[src/rtl/sar_ctrl_pkg.sv]
package sar_ctrl_pkg;

    typedef enum logic [1:0] {
        ST_IDLE    = 2'd0,
        ST_POWERUP = 2'd1,
        ST_SEARCH  = 2'd2
    } sar_state_e;

    // word index = paddr[3:2]
    localparam logic [1:0] REG_DATA = 2'd0;
    localparam logic [1:0] REG_STAT = 2'd1;
    localparam logic [1:0] REG_CTRL = 2'd2;
    localparam logic [1:0] REG_DLY  = 2'd3;

    localparam int CH_W     = 3;
    localparam int DLY_W    = 6;
    localparam int BIT_PWR  = 3;
    localparam int BIT_IEN  = 5;
    localparam int BIT_IST  = 6;
    localparam logic [DLY_W-1:0] DLY_RESET = 6'd8;

endpackage

[src/rtl/sar_tick_gen.sv]
module sar_tick_gen #(
    parameter int TICK_DIV = 4
) (
    input  logic clk,
    input  logic rst_n,
    input  logic clr_i,
    output logic tick_o
);

    generate
        if (TICK_DIV <= 1) begin : g_every
            assign tick_o = 1'b1;
        end else begin : g_div
            localparam int CW = $clog2(TICK_DIV);
            localparam logic [CW-1:0] LAST = CW'(TICK_DIV - 1);
            logic [CW-1:0] cnt_q;

            always_ff @(posedge clk) begin
                if (!rst_n || clr_i) begin
                    cnt_q <= '0;
                end else if (cnt_q == LAST) begin
                    cnt_q <= '0;
                end else begin
                    cnt_q <= cnt_q + 1'b1;
                end
            end

            assign tick_o = (cnt_q == LAST);
        end
    endgenerate

endmodule

[src/rtl/sar_seq.sv]
module sar_seq
    import sar_ctrl_pkg::*;
#(
    parameter int RES = 10
) (
    input  logic             clk,
    input  logic             rst_n,
    input  logic             tick_i,
    input  logic             start_i,
    input  logic             abort_i,
    input  logic [DLY_W-1:0] dly_i,
    input  logic             cmp_i,
    output logic             busy_o,
    output logic             done_o,
    output logic [RES-1:0]   result_o,
    output logic [RES-1:0]   dac_code_o
);

    localparam logic [RES-1:0] MSB = {1'b1, {(RES-1){1'b0}}};

    sar_state_e       state_q, state_d;
    logic [DLY_W-1:0] cnt_q, cnt_d;
    logic [RES-1:0]   code_q, code_d;
    logic [RES-1:0]   mask_q, mask_d;
    logic [RES-1:0]   kept;

    // state register
    always_ff @(posedge clk) begin
        if (!rst_n) begin
            state_q <= ST_IDLE;
            cnt_q   <= '0;
            code_q  <= '0;
            mask_q  <= '0;
        end else begin
            state_q <= state_d;
            cnt_q   <= cnt_d;
            code_q  <= code_d;
            mask_q  <= mask_d;
        end
    end

    // trial bit kept when input is at or above the trial code
    assign kept = cmp_i ? code_q : (code_q & ~mask_q);

    // next state and datapath
    always_comb begin
        state_d  = state_q;
        cnt_d    = cnt_q;
        code_d   = code_q;
        mask_d   = mask_q;
        done_o   = 1'b0;
        result_o = kept;
        unique case (state_q)
            ST_IDLE: begin
                if (start_i) begin
                    if (dly_i == '0) begin
                        state_d = ST_SEARCH;
                        code_d  = MSB;
                        mask_d  = MSB;
                    end else begin
                        state_d = ST_POWERUP;
                        cnt_d   = dly_i;
                    end
                end
            end
            ST_POWERUP: begin
                if (abort_i) begin
                    state_d = ST_IDLE;
                end else if (tick_i) begin
                    cnt_d = cnt_q - 1'b1;
                    if (cnt_q == DLY_W'(1)) begin
                        state_d = ST_SEARCH;
                        code_d  = MSB;
                        mask_d  = MSB;
                    end
                end
            end
            ST_SEARCH: begin
                if (abort_i) begin
                    state_d = ST_IDLE;
                end else if (tick_i) begin
                    if (mask_q[0]) begin
                        state_d = ST_IDLE;
                        done_o  = 1'b1;
                    end else begin
                        code_d = kept | (mask_q >> 1);
                        mask_d = mask_q >> 1;
                    end
                end
            end
            default: state_d = ST_IDLE;
        endcase
    end

    // outputs
    always_comb begin
        busy_o     = (state_q != ST_IDLE);
        dac_code_o = (state_q == ST_SEARCH) ? code_q : '0;
    end

endmodule

[src/rtl/sar_ctrl.sv]
module sar_ctrl
    import sar_ctrl_pkg::*;
#(
    parameter int RES      = 10,
    parameter int TICK_DIV = 4,
    parameter int ADDR_W   = 4
) (
    input  logic              clk,
    input  logic              rst_n,
    input  logic              psel,
    input  logic              penable,
    input  logic              pwrite,
    input  logic [ADDR_W-1:0] paddr,
    input  logic [31:0]       pwdata,
    output logic [31:0]       prdata,
    input  logic              cmp_i,
    output logic [RES-1:0]    dac_code_o,
    output logic [CH_W-1:0]   chan_sel_o,
    output logic              pwr_en_o,
    output logic              irq_o
);

    logic [1:0]       widx;
    logic             wr_en;
    logic             wr_ctrl;
    logic             wr_dly;
    logic             busy;
    logic             done;
    logic             start;
    logic             abort;
    logic             tick;
    logic [RES-1:0]   result;

    logic [CH_W-1:0]  chan_q;
    logic             pwr_q;
    logic             ien_q;
    logic             ist_q;
    logic [DLY_W-1:0] dly_q;
    logic [RES-1:0]   data_q;

    assign widx    = paddr[3:2];
    assign wr_en   = psel && penable && pwrite;
    assign wr_ctrl = wr_en && (widx == REG_CTRL);
    assign wr_dly  = wr_en && (widx == REG_DLY);
    assign start   = wr_ctrl && pwdata[BIT_PWR] && !busy;
    assign abort   = wr_ctrl && !pwdata[BIT_PWR] && busy;

    sar_tick_gen #(.TICK_DIV(TICK_DIV)) tick_i (
        .clk    (clk),
        .rst_n  (rst_n),
        .clr_i  (start),
        .tick_o (tick)
    );

    sar_seq #(.RES(RES)) seq_i (
        .clk        (clk),
        .rst_n      (rst_n),
        .tick_i     (tick),
        .start_i    (start),
        .abort_i    (abort),
        .dly_i      (dly_q),
        .cmp_i      (cmp_i),
        .busy_o     (busy),
        .done_o     (done),
        .result_o   (result),
        .dac_code_o (dac_code_o)
    );

    always_ff @(posedge clk) begin
        if (!rst_n) begin
            chan_q <= '0;
            pwr_q  <= 1'b0;
            ien_q  <= 1'b0;
            ist_q  <= 1'b0;
            dly_q  <= DLY_RESET;
            data_q <= '0;
        end else begin
            if (wr_dly) begin
                dly_q <= pwdata[DLY_W-1:0];
            end
            // a start request while busy is dropped whole
            if (wr_ctrl && !(busy && pwdata[BIT_PWR])) begin
                chan_q <= pwdata[CH_W-1:0];
                pwr_q  <= pwdata[BIT_PWR];
                ien_q  <= pwdata[BIT_IEN];
                ist_q  <= ist_q & pwdata[BIT_IST];
            end
            if (done) begin
                data_q <= result;
                ist_q  <= 1'b1;
            end
        end
    end

    always_comb begin
        prdata = '0;
        unique case (widx)
            REG_DATA: prdata[RES-1:0] = data_q;
            REG_STAT: prdata[0] = busy;
            REG_CTRL: begin
                prdata[CH_W-1:0] = chan_q;
                prdata[BIT_PWR]  = pwr_q;
                prdata[BIT_IEN]  = ien_q;
                prdata[BIT_IST]  = ist_q;
            end
            REG_DLY:  prdata[DLY_W-1:0] = dly_q;
            default:  prdata = '0;
        endcase
    end

    assign chan_sel_o = chan_q;
    assign pwr_en_o   = pwr_q;
    assign irq_o      = ist_q && ien_q;

endmodule

[config.mk]
export PLATFORM = sky130hd
export DESIGN_NAME = sar_ctrl
export DESIGN_NICKNAME = d
export VERILOG_FILES = /design/src/rtl/sar_ctrl_pkg.sv /design/src/rtl/sar_tick_gen.sv /design/src/rtl/sar_seq.sv /design/src/rtl/sar_ctrl.sv
export SDC_FILE = /design/constraint.sdc
export NUM_CORES = 1
export LEC_CHECK = 0
export BUFFER_PORTS_ARGS = -buffer_cell sky130_fd_sc_hd__clkbuf_2
export CORE_ASPECT_RATIO = 1.5
export CORE_MARGIN = 2
export CORE_UTILIZATION = 33
export CTS_BUF_LIST = sky130_fd_sc_hd__clkbuf_2
export CTS_CLUSTER_DIAMETER = 60
export DETAILED_ROUTE_END_ITERATION = 7
export PLACE_DENSITY = 0.68
export SETUP_SLACK_MARGIN = 0.15
export SLEW_MARGIN = 20
export SYNTH_ARGS = -nofsm -noshare
export SYNTH_HDL_FRONTEND = slang
export SYNTH_SLANG_ARGS = --single-unit
[constraint.sdc]
create_clock -name clk -period 2.55 [get_ports clk]
set_input_delay 0.255 -clock clk [delete_from_list [all_inputs] [get_ports clk]]
set_output_delay 0.255 -clock clk [all_outputs]
set_load 0.05 [all_outputs]
### Yosys cells after proc, flatten, opt, wreduce, memory -nomap -nowiden

Cells that the tools add are included.

* output and inout bits: 47
* flip-flop bits (word level): 52
* bits of input ports: 42

* reductions and logical operators: 28
* muxes and demuxes: 41
* $add $sub $neg: 2
* bitwise gates (word level): 4
* equality and inequality tests: 20

Operators with widths (number)
* 10-bit two-way mux: 13
* 10-bit one-hot mux with 3 select lines: 2
* 6-bit two-way mux: 4
* 2-bit two-way mux: 8
* 3-bit by 2-bit inequality test with 1-bit output, second input constant: 4
* 6-bit one-hot mux with 2 select lines: 1
* 1-bit logical AND: 11
* 10-bit AND: 1
* 2-bit inequality test, second input constant: 5
* 10-bit inverter: 1
* 10-bit by 9-bit OR with 10-bit output: 1
* 5-bit AND reduction: 2
* 3-bit one-hot mux with 3 select lines: 1
* 9-bit AND reduction: 1
* 2-bit equality test, second input constant: 4
* 2-bit by 1-bit inequality test with 1-bit output, second input constant: 4
* 8-bit AND reduction: 1
* 6-bit by 1-bit equality test with 1-bit output, second input constant: 1
* 6-bit zero test: 1
* 1-bit two-way mux: 6
* 2-bit one-hot mux with 3 select lines: 1
* 2-bit nonzero test: 3
* 6-bit by 1-bit subtractor with 6-bit output, second input constant: 1
* 2-bit by 1-bit equality test with 1-bit output, second input constant: 2
* other kinds (11): 16

### Longest topological paths before layout

Gate-level depths: netlist (run 1).

* depth in word-level cells: 8
* mapped depth: 9
* gate-level depth less buffers: 7

### Hierarchy

From an unflattened synthesis (run 1), not the netlist that was laid out.

* cells, all modules: 334
* area, all modules: 2937.8 um^2

Modules (own cells, without submodules)
* sar_seq: instances 1, area each 1605.3 um^2, cells each 199
* sar_ctrl: instances 1, area each 1252.5 um^2, cells each 130
* sar_tick_gen: instances 1, area each 80.1 um^2, cells each 5

### Least setup slack after synthesis (run 1)

OpenSTA, ideal clock, no wires.

* kind: input to register
* start: in paddr[2]
* end: reg seq_i.mask_q[5]
* path slack: 0.564 ns
* arrival time: 1.864 ns
* path buffers: 3
* stages: 9
* required time: 2.428 ns
* cell sequence: inv_1 > ha_1 > clkbuf_2 > and4_1 > a311oi_1 > or3_1 > buf_6 > buf_2 > o22ai_1

* word-level cells in the longest chain between the ends: 6

Ends and longest elaborated chain
* start, declared: RTL line sar_ctrl.sv:13 `input logic [ADDR_W-1:0] paddr,`
* 2-bit equality test *: RTL line sar_ctrl.sv:43 `assign wr_ctrl = wr_en && (widx == REG_CTRL);`
* 1-bit logical AND *: RTL line sar_ctrl.sv:43
* 1-bit logical AND (on tied branches) (2 in series): RTL line sar_ctrl.sv:46, sar_ctrl.sv:45
* 2-bit inequality test (no line)
* 9-bit AND reduction (no line) *
* end signal, assigned: RTL line sar_seq.sv:38 `mask_q <= mask_d;`
* end, declared: RTL line sar_seq.sv:24 `logic [RES-1:0] mask_q, mask_d;`

Mark *: on every way between the ends. The rest lies on a longest branch, timed or not.
A chain may end at the register's enable or synchronous reset.

### Final worst setup path (run 1)

* start: reg dly_q[0]
* end: reg seq_i.code_q[2]

* word-level cells in the longest chain between the ends: 3

Ends and longest elaborated chain
* start, declared: RTL line sar_ctrl.sv:38 `logic [DLY_W-1:0] dly_q;`
* start signal, assigned: RTL line sar_ctrl.sv:79 `dly_q <= pwdata[DLY_W-1:0];`
* 6-bit zero test: RTL line sar_seq.sv:56 `if (dly_i == '0) begin`
* 2-bit by 1-bit inequality test with 1-bit output (no line)
* 9-bit AND reduction (no line)
* end signal, assigned: RTL line sar_seq.sv:37 `code_q <= code_d;`
* end, declared: RTL line sar_seq.sv:23 `logic [RES-1:0] code_q, code_d;`

No other way between the ends.

==> results of run 1 <==
## metal layers
layer  up-vias  GRT usage
met3        18    0.01840
met2       113     0.2831
li1       1240          -
met5         -          0
met4         0    0.08276
met1      1193     0.1769
## tightest hold or removal path, stage by stage
cell and delay, ns:
clkbuf_2 0.10, mux2i_1 0.06, nor2_1 0.08
## stage by stage
stage / setup slack (ns) / instances / hold WS (ns)
floorplan: 0.5638 / 354 / 0.3989
global placement: 0.3196 / 474 / 0.4262
detailed placement: 0.2322 / 474 / 0.4416
CTS: 0.2441 / 486 / 0.002431
global route: 0.2010 / 490 / 0.008409
finish: 0.2900 / 490 / 0.02573
## logic make-up (layout without fill, tap and decap cells)
logic type                 count (synthesis)  after routing
AOI/OAI and AO/OA                         79             79
muxes                                     11             11
other                                      1             22
and+or+nand+nor                          134            134
buffers and inverters                     49             78
adders and majority gates                  7              7
DFF                                       52             52
## timing repair
| action | CTS | global route |
|---|---|---|
| buffers inserted | 0 | 4 |
| endpoints found under the hold margin | 7 | 0 |
| setup endpoints to repair | 0 | 1 |
| hold buffers | 4 | 0 |
## how the worst max path moves through the flow
stage | to | cells past startpoint
4_1_cts | seq_i.code_q[2]$_SDFFE_PN0P_ | 5
6_report | seq_i.code_q[2]$_SDFFE_PN0P_ | 5
5_1_grt | seq_i.code_q[2]$_SDFFE_PN0P_ | 5
3_5_place_dp | seq_i.code_q[2]$_SDFFE_PN0P_ | 8
3_3_place_gp | seq_i.code_q[7]$_SDFFE_PN0P_ | 5
2_1_floorplan | seq_i.mask_q[5]$_SDFFE_PN0P_ | 9
## power by group through the flow
stage | sequential, mW | combinational (mW) | clock, mW
CTS | 0.828 | 0.176 | 0.371
global placement | 0.842 | 0.170 | 0
detailed placement | 0.842 | 0.171 | 0
floorplan | 0.844 | 0.155 | 0
finish | 0.828 | 0.176 | 0.355
global route | 0.830 | 0.189 | 0.399
## layout make-up
cell class                      instances  area (um^2)  share of cell area
Clock buffer                            5        25.02            0.007865
Tap cell                              107        133.9             0.04208
Timing Repair Buffer                   62        377.9              0.1188
Multi-Input combinational cell        253         1551              0.4876
Clock inverter                          3        22.52            0.007078
Sequential cell                        52         1041              0.3272
Inverter                                8        30.03            0.009438
## cell usage in the layout, fill, tap and decap left out, types with 2 or more instances in the layout
| cell type | instances |
|---|---|
| o211a_1 | 2 |
| o211ai_1 | 2 |
| a2111oi_0 | 2 |
| nor3_1 | 5 |
| a31o_2 | 8 |
| nor3b_1 | 2 |
| and2_1 | 14 |
| nor2_1 | 31 |
| dlygate4sd3_1 | 4 |
| nand2_1 | 35 |
| o21ai_0 | 12 |
| nand3b_1 | 9 |
| a222oi_1 | 4 |
| mux2i_1 | 11 |
| ha_1 | 7 |
| a21oi_1 | 20 |
| conb_1 | 22 |
| nand2b_1 | 5 |
| or2_2 | 2 |
| nor2b_1 | 8 |
| buf_4 | 19 |
| a22oi_1 | 2 |
| inv_1 | 8 |
| and2b_1 | 2 |
| a21o_1 | 2 |
| and2b_2 | 2 |
| nand4_1 | 4 |
| a31oi_1 | 6 |
| nand3_1 | 3 |
| dfxtp_1 | 52 |
| clkbuf_2 | 44 |
| o22ai_1 | 8 |
## state kept, by name (all words and copies together) (netlist names)
signal / flops
seq_i.code_q: 10
seq_i.state_q: 2
ist_q: 1
seq_i.mask_q: 10
ien_q: 1
data_q: 10
tick_i.g_div.cnt_q: 2
seq_i.cnt_q: 6
pwr_en_o: 1
chan_sel_o: 3
dly_q: 6
==> metrics, run 1 <==
layout cells sized above 1 0.2193; post-synthesis mux area share 0.03911; cell taking the most area after synthesis dfxtp_1; Hold Path End chan_sel_o[1]$_SDFFE_PN0P_; worst path arrival time 2.67 ns; status finished, final reports clean; most numerous cell in the Yosys netlist dfxtp_1; TritonCTS buffer count 5; drt pass-1 iters 5; final antenna-violating net count 0; Post-DP HPWL about 5300 um; crit start category flip-flop; Syn-to-layout area delta 13.02%; number of flops mapped to enable cells by yosys 0; Switching Share 0.3125; Avg Vias per Cell roughly 5.2; CP max stage cell or4_4; Tcrit/Tclk final 0.8863; Int Pwr ~0.93 mW; flop and latch count out of synthesis between 50 and 60; Sink Count 52; Flop pwr share 0.609; Synth top area share 0.3698; vias in the first global route around 2.3k; Synth Area in Compound Gates 0.1956; top post-synthesis cells by count dfxtp_1 (52), nand2_1 (35), nor2_1 (31), buf_4 (23), a21oi_1 (20); Synth Warn # 0; f_max ~440 MHz; final instance area roughly 0.0032 mm^2; clk slew on worst S/H paths approximately 0.28 ns; leakage power total roughly 1.4 nW; die width around 79 um; met2 wire length between 3000 and 4000 um; RSZ-0062 raised after global routing no; Buffers on Ports 39; total power ~1.4 mW; r2r setup slk between 0.2 and 0.3 ns; Mapped Area 0.002815 mm^2; DR vias 2,564; Core Box Area roughly 0.0084 mm^2; Syn Inst Count between 300 and 400; R2R depth 5; DR WL/cell 14.62 um; Setup Skew about 0.020 ns; worst setup path category flip-flop to flip-flop; min Tclk post-route about 2.3 ns; Die ar. a little over 0.009 mm^2; clock tree buffer depth 2; worst path required time between 2 and 3 ns; hold path start pwdata[1]; combinational family with the most area after synthesis simple AND/OR/NAND/NOR gates; Root Buffer clkbuf_2; switching pwr ~0.42 mW; pwr/cell area roughly 430 mW/mm^2; combinational power share 0.130; slowest stage delay, CP approximately 0.57 ns; Die Y 117.1 um; largest cells by area after synthesis dfxtp_1 (37%), buf_4 (6.1%), nand2_1 (4.7%), nor2_1 (4.1%), mux2i_1 (3.9%); initial DRC count 177; Hold Vio Cnt, Final 0; worst vdd ir 0.1597 mV; CP delay by family, top simple AND/OR/NAND/NOR gates; Post-Synth XOR/XNOR Area 0; # diodes 0; hold depth 3; antenna violations before repair 0; CTS tree built; H-tree levels 2; CP Max Fanout 15; Hold Path Class input pin to flip-flop; Post-Syn Area per Cell about 8.5 um^2; sequential share of the synthesized area 0.3698; buffer and inverter count on the worst path 0; Filler Cells Inserted 870; Clk pwr share 0.261; WL met3 343 um; ys flop type dfxtp_1; initial core utilization 0.3367; worst reg2reg startpoint dly_q[0]$_SDFFE_PN0P_; first-pass GRT wire length about 11,000 um; final net count roughly 430; pin count of the biggest net entering global routing 31; crit-path cells or4_4, or3_4, a31oi_4, o21ai_0, a31o_2; synth unique cells 58; final setup vio count 0; Slew Limit Fails 0; DP Area 0.003064 mm^2; Setup crit end kind flip-flop; Least-Margin Pin Slew 0.9926 ns; row count 41; DRC 0; setup TNS 0 ns; met1 WL roughly 2900 um; max-cap violations 0; Synth async-reset ratio 0; Simple-Gate Fraction of Synth Area 0.2560; Final Util 0.3805; total wire length 7163 um; Synth Area in Adders 0.03111; io pins between 80 and 90; r2r endpoint seq_i.code_q[2]$_SDFFE_PN0P_; CP startpoint dly_q[0]$_SDFFE_PN0P_; total track usage 0.1556; gr ovfl total 0; Slew headroom 0.3375; top layer reached by signal wires met4; CTS resizes 0; Clock Latency Late Sink 0.47 ns; Final GP Congestion approximately 0.83
No activity file was read; power rests on OpenSTA's default activity.
==> run 2, diff against run 1 <==
--- a/config.mk
+++ b/config.mk
@@ -13,6 +13,7 @@
 export CTS_CLUSTER_DIAMETER = 60
 export DETAILED_ROUTE_END_ITERATION = 7
 export PLACE_DENSITY = 0.68
+export RECOVER_POWER = 100
 export SETUP_SLACK_MARGIN = 0.15
 export SLEW_MARGIN = 20
 export SYNTH_ARGS = -nofsm -noshare
==> run 2 against run 1 <==
  * Fmax is 3.4% lower
  * Non-clock buffer count stayed put
  * Cell area is 1.1% lower
  * Wire length is 0.13% lower
  * Critical path type unchanged
  * Critical endpoint unchanged
  * Largest power group unchanged
  * Clock power hardly changed
  * Flip-flop and latch count stayed put
  * Count of clock-buffer cells in the layout stayed put
==> metrics, run 2 (synthesized netlist as in run 1, its figures left out) <==
Hold Path Class input pin to flip-flop (unchanged); most common cell after layout, fill and taps aside dfxtp_1 (unchanged); Seq. cell area 0.001041 mm^2 (unchanged); Filler Cells Inserted 888 (was 870); initial DRC count 157 (was 177); io pins 89 (unchanged); TritonCTS buffer count 5 (unchanged); total power 1.358 mW (was 1.359 mW); R2R depth 5 (unchanged); Syn-to-layout area delta 11.82% (was 13.02%); Hold Vio Cnt, Final 0 (unchanged); initial core utilization 0.3367 (unchanged); crit start category flip-flop (unchanged); final antenna-violating net count 0 (unchanged); min Tclk post-route 2.338 ns (was 2.260 ns); setup ws final 0.2116 ns (was 0.2900 ns); die width 79.42 um (unchanged); status finished, final reports clean (unchanged); f_max 427.6 MHz (was 442.5 MHz); Post-DP HPWL 5297 um (unchanged); Setup Skew 0.01652 ns (was 0.01998 ns); worst reg2reg startpoint dly_q[0]$_SDFFE_PN0P_ (unchanged); Least-Margin Pin Slew 0.9845 ns (was 0.9926 ns); drt pass-1 iters 4 (was 5); CP startpoint dly_q[0]$_SDFFE_PN0P_ (unchanged); hold slack 0.02799 ns (was 0.02573 ns); H-tree levels 2 (unchanged); most frequent cells in the layout dfxtp_1 (52), nand2_1 (35), nor2_1 (31) (was dfxtp_1 (52), clkbuf_2 (44), nand2_1 (35)); worst path required time 2.96 ns (about the same); worst setup path category flip-flop to flip-flop (unchanged); fin cells 490 (unchanged); Buffers on Ports 39 (unchanged); r2r endpoint seq_i.code_q[2]$_SDFFE_PN0P_ (unchanged); area of the multi-input gates 0.001546 mm^2 (was 0.001551 mm^2); pre-CTS WS 0.2322 ns (unchanged); Sink Count 52 (unchanged); Tcrit/Tclk final 0.9170 (was 0.8863); setup TNS 0 ns (unchanged); clk slew on worst S/H paths 0.28 ns (about the same); Setup crit end kind flip-flop (unchanged); CP Max Fanout 15 (unchanged); final setup vio count 0 (unchanged); gr ovfl total 0 (unchanged); DP Area 0.003064 mm^2 (unchanged); Die Y 117.1 um (unchanged); first-pass GRT wire length 11,430 um (unchanged); CTS tree built (unchanged); Core Box Area 0.008362 mm^2 (unchanged); CTS resizes 0 (unchanged); r2r setup slk 0.21 ns (was 0.29 ns); Root Buffer clkbuf_2 (unchanged); total wire length 7154 um (was 7163 um); Regs by FF count data_q x10, seq_i.code_q x10, seq_i.mask_q x10 (unchanged); Final GP Congestion 0.8259 (unchanged); DRC 0 (unchanged); worst vdd ir 0.1649 mV (was 0.1597 mV); Slew Limit Fails 0 (unchanged); # diodes 0 (unchanged); total track usage 0.1556 (unchanged); hold path start pwdata[1] (unchanged); DR vias 2,537 (was 2,564); vias in the first global route 2,311 (unchanged); final net count 431 (unchanged); pin count of the biggest net entering global routing 31 (unchanged); DR WL/cell 14.60 um (was 14.62 um); leakage power total 1.294 nW (was 1.366 nW); dpl cells 474 (unchanged); RSZ-0062 raised after global routing no (unchanged); Die ar. 0.009301 mm^2 (unchanged); Slew headroom 0.3430 (was 0.3375); Clock Latency Late Sink 0.47 ns (about the same); max-cap violations 0 (unchanged); Final Util 0.3765 (was 0.3805); clock tree buffer depth 2 (unchanged); final instance area 0.003148 mm^2 (was 0.003182 mm^2); layout cells sized above 1 0.1645 (was 0.2193); antenna violations before repair 0 (unchanged); row count 41 (unchanged); pwr/cell area 431.4 mW/mm^2 (was 427.0 mW/mm^2); Worst Setup EP seq_i.code_q[2]$_SDFFE_PN0P_ (unchanged); worst path arrival time 2.75 ns (was 2.67 ns); Avg Vias per Cell 5.178 (was 5.233)
[run 2: routing by layer]
layer  vias up  wire (um)  global-route usage
met1      1199       2989              0.1769
met4         0        284             0.08276
li1       1241          -                   -
met3        16        235             0.01840
met2        81       3645              0.2831
met5         -          0                   0
[run 2: area by class of cell]
cell class	count	area share
flip-flops and latches	52	0.3307
clock inverters	3	0.007154
well taps	107	0.04253
clock buffers	5	0.007949
multi-input cells	253	0.4913
repair buffers	62	0.1109
inverters	8	0.009539
[run 2: worst min-delay path by stage]
stage	slack [ns]	endpoint	cells past startpoint
after floorplan	0.40	chan_sel_o[0]$_SDFFE_PN0P_	2
after global placement	0.43	tick_i.g_div.cnt_q[0]$_SDFF_PP0_	1
after detailed placement	0.44	tick_i.g_div.cnt_q[0]$_SDFF_PP0_	1
after CTS	0.002	chan_sel_o[1]$_SDFFE_PN0P_	3
after global routing	0.008	chan_sel_o[1]$_SDFFE_PN0P_	3
final	0.03	chan_sel_o[1]$_SDFFE_PN0P_	3
[run 2: power breakdown]
part / internal, mW / switching (mW)
clock network: 0.0723 / 0.284
registers: 0.823 / 0.00414
logic: 0.0365 / 0.138
[run 2: what timing repair did]
item	4_1_cts	5_1_grt
hold endpoints to repair	7	0
hold buffers	4	0
buffers inserted	0	4
setup endpoints to repair	0	1
[run 2: critical path: stages (launching register included)]
cell and delay, ns:
dfxtp_1 0.38, or4_1 0.63, or3_4 0.39, a31oi_4 0.40, o21ai_0 0.19, a31o_2 0.27
==> run 3, diff against run 2 <==
--- a/config.mk
+++ b/config.mk
@@ -14,7 +14,7 @@
 export DETAILED_ROUTE_END_ITERATION = 7
 export PLACE_DENSITY = 0.68
 export RECOVER_POWER = 100
-export SETUP_SLACK_MARGIN = 0.15
+export SKIP_CTS_REPAIR_TIMING = 1
 export SLEW_MARGIN = 20
 export SYNTH_ARGS = -nofsm -noshare
 export SYNTH_HDL_FRONTEND = slang
==> constraint.sdc (replaced) <==
create_clock -name clk -period 2.8 [get_ports clk]
set_input_delay 0.28 -clock clk [delete_from_list [all_inputs] [get_ports clk]]
set_output_delay 0.28 -clock clk [all_outputs]
set_load 0.05 [all_outputs]
==> run 3 against run 2 <==
  * Combinational power is 14% lower
  * Total power is 8.9% lower
  * Clock skew is 0.023 ns higher
  * Cell area is 4.6% lower
  * Cell count is 3.3% lower
  * Non-clock buffer count is 16 lower
  * Critical path depth stayed put
  * Sequential share of layout area is 1.6 points higher
  * Core utilization is 1.7 points lower
  * Critical path type unchanged
  * Largest cell class unchanged
  * Largest power group unchanged
  * Highest routed layer unchanged
==> metrics, run 3 (synthesized netlist as in run 1, its figures left out) <==
gr ovfl total 0 (unchanged); Switching Share 0.3181 (was 0.3135); Final GP Congestion 0.8412 (was 0.8259); DR WL/cell 14.39 um (was 14.60 um); final antenna-violating net count 0 (unchanged); CP startpoint dly_q[0]$_SDFFE_PN0P_ (unchanged); # diodes 0 (unchanged); initial DRC count 148 (was 157); DP Area 0.002997 mm^2 (was 0.003064 mm^2); DR vias 2,463 (was 2,537); leakage power total 1.189 nW (was 1.294 nW); Setup crit end kind flip-flop (unchanged); Seq. cell area 0.001041 mm^2 (unchanged); drt pass-1 iters 4 (unchanged); most common cell after layout, fill and taps aside dfxtp_1 (unchanged); total track usage 0.1493 (was 0.1556); Slew headroom 0.2976 (was 0.3430); Die Y 117.1 um (unchanged); final instance area 0.003003 mm^2 (was 0.003148 mm^2); io pins 89 (unchanged); Clock Latency Late Sink 0.50 ns (was 0.47 ns); crit start category flip-flop (unchanged); min Tclk post-route 2.423 ns (was 2.338 ns); CTS tree built (unchanged); Syn-to-layout area delta 6.667% (was 11.82%); die width 79.42 um (unchanged); status finished, final reports clean (unchanged); pin count of the biggest net entering global routing 31 (unchanged); Least-Margin Pin Slew 1.054 ns (was 0.9845 ns); Hold Path Class input pin to flip-flop (unchanged); Hold Vio Cnt, Final 0 (unchanged); Int Pwr 0.8434 mW (was 0.9322 mW); dpl cells 465 (was 474); total wire length 6821 um (was 7154 um); row count 41 (unchanged); RSZ-0062 raised after global routing no (unchanged); most frequent cells in the layout dfxtp_1 (52), nand2_1 (35), nor2_1 (31) (unchanged); Avg Vias per Cell 5.196 (was 5.178); Filler Cells Inserted 891 (was 888); worst path required time 3.20 ns (was 2.96 ns); combinational power share 0.121 (was 0.128); Setup Skew 0.03929 ns (was 0.01652 ns); hold path start pwdata[2] (was pwdata[1]); Die ar. 0.009301 mm^2 (unchanged); Sink Count 52 (unchanged); DRC 0 (unchanged); worst reg2reg startpoint dly_q[0]$_SDFFE_PN0P_ (unchanged); antenna violations before repair 0 (unchanged); worst path arrival time 2.83 ns (was 2.75 ns); switching pwr 0.3934 mW (was 0.4257 mW); Root Buffer clkbuf_2 (unchanged); Regs by FF count data_q x10, seq_i.code_q x10, seq_i.mask_q x10 (unchanged); Buffers on Ports 39 (unchanged); final net count 415 (was 431); area of the multi-input gates 0.001538 mm^2 (was 0.001546 mm^2); H-tree levels 2 (unchanged); Slew Limit Fails 0 (unchanged); final setup vio count 0 (unchanged); Flop pwr share 0.611 (was 0.609); fin cells 474 (was 490); worst vdd ir 0.2304 mV (was 0.1649 mV); layout cells sized above 1 0.1063 (was 0.1645); f_max 412.8 MHz (was 427.6 MHz); CP Max Fanout 17 (was 15); setup TNS 0 ns (unchanged); Clk pwr share 0.268 (was 0.262); Core Box Area 0.008362 mm^2 (unchanged); clk slew on worst S/H paths 0.28 ns (about the same); Post-DP HPWL 4998 um (was 5297 um); max-cap violations 0 (unchanged); worst setup path category flip-flop to flip-flop (unchanged); Tcrit/Tclk final 0.8652 (was 0.9170); pwr/cell area 411.9 mW/mm^2 (was 431.4 mW/mm^2); vias in the first global route 2,255 (was 2,311); initial core utilization 0.3367 (unchanged); clock tree buffer depth 2 (unchanged); first-pass GRT wire length 10,950 um (was 11,430 um); TritonCTS buffer count 5 (unchanged)
[run 3: cell count changes in the layout (fill, tap and decap cells not counted), moves of 4 or more]
cell      before  now
clkbuf_1      19   28
buf_4         13    5
and2_0         6    0
and2_1         8   14
clkbuf_2      27   17
clkbuf_4       4    0
[run 3: through the flow]
| step | total power [mW] | hold slack [ns] | setup WS (ns) | utilization |
|---|---|---|---|---|
| floorplan | 0.9103 | 0.4133 | 0.7888 | - |
| CTS | 1.241 | 0.006622 | 0.4662 | 0.3641 |
| finish | 1.237 | 0.02879 | 0.3774 | 0.3591 |
| detailed placement | 0.9178 | 0.4461 | 0.5067 | 0.3584 |
| global route | 1.281 | 0.01373 | 0.2298 | 0.3591 |
| global placement | 0.9166 | 0.4254 | 0.4850 | 0.3584 |
[run 3: worst max-delay path, stage by stage (launching register included)]
cell	delay (ns)
dfxtp_1	0.42
or4_1	0.61
or3_1	0.40
a31oi_4	0.45
o21ai_0	0.19
a31o_2	0.27
[run 3: path summary, 6_finish.rpt]
kind	endpoint	slack [ns]	cells past startpoint
worst max-delay path	seq_i.code_q[1]$_SDFFE_PN0P_	0.38	5
worst min register to register	data_q[9]$_SDFFE_PN0P_	0.47	2
worst max register to register	seq_i.code_q[1]$_SDFFE_PN0P_	0.38	5
worst min-delay path	chan_sel_o[2]$_SDFFE_PN0P_	0.03	3
[run 3: layout make-up]
cell class                 instances  area share
timing repair buffer              46     0.07083
clock inverter                     3    0.007500
sequential                        52      0.3467
tap                              107     0.04458
clock buffer                       5    0.008333
inverter                           8     0.01000
multi-input combinational        253      0.5121
[run 3: routing by layer]
layer  GRT usage  routed length [um]
met5           0                   0
met4     0.06782                 212
met3     0.02684                 300
met2      0.2650                3444
met1      0.1745                2864
[run 3: power groups by stage]
stage / clock network (mW) / registers (mW) / logic [mW]
global route: 0.364 / 0.757 / 0.161
detailed placement: 0 / 0.768 / 0.150
CTS: 0.335 / 0.755 / 0.150
finish: 0.332 / 0.755 / 0.150
floorplan: 0 / 0.769 / 0.141
global placement: 0 / 0.768 / 0.149
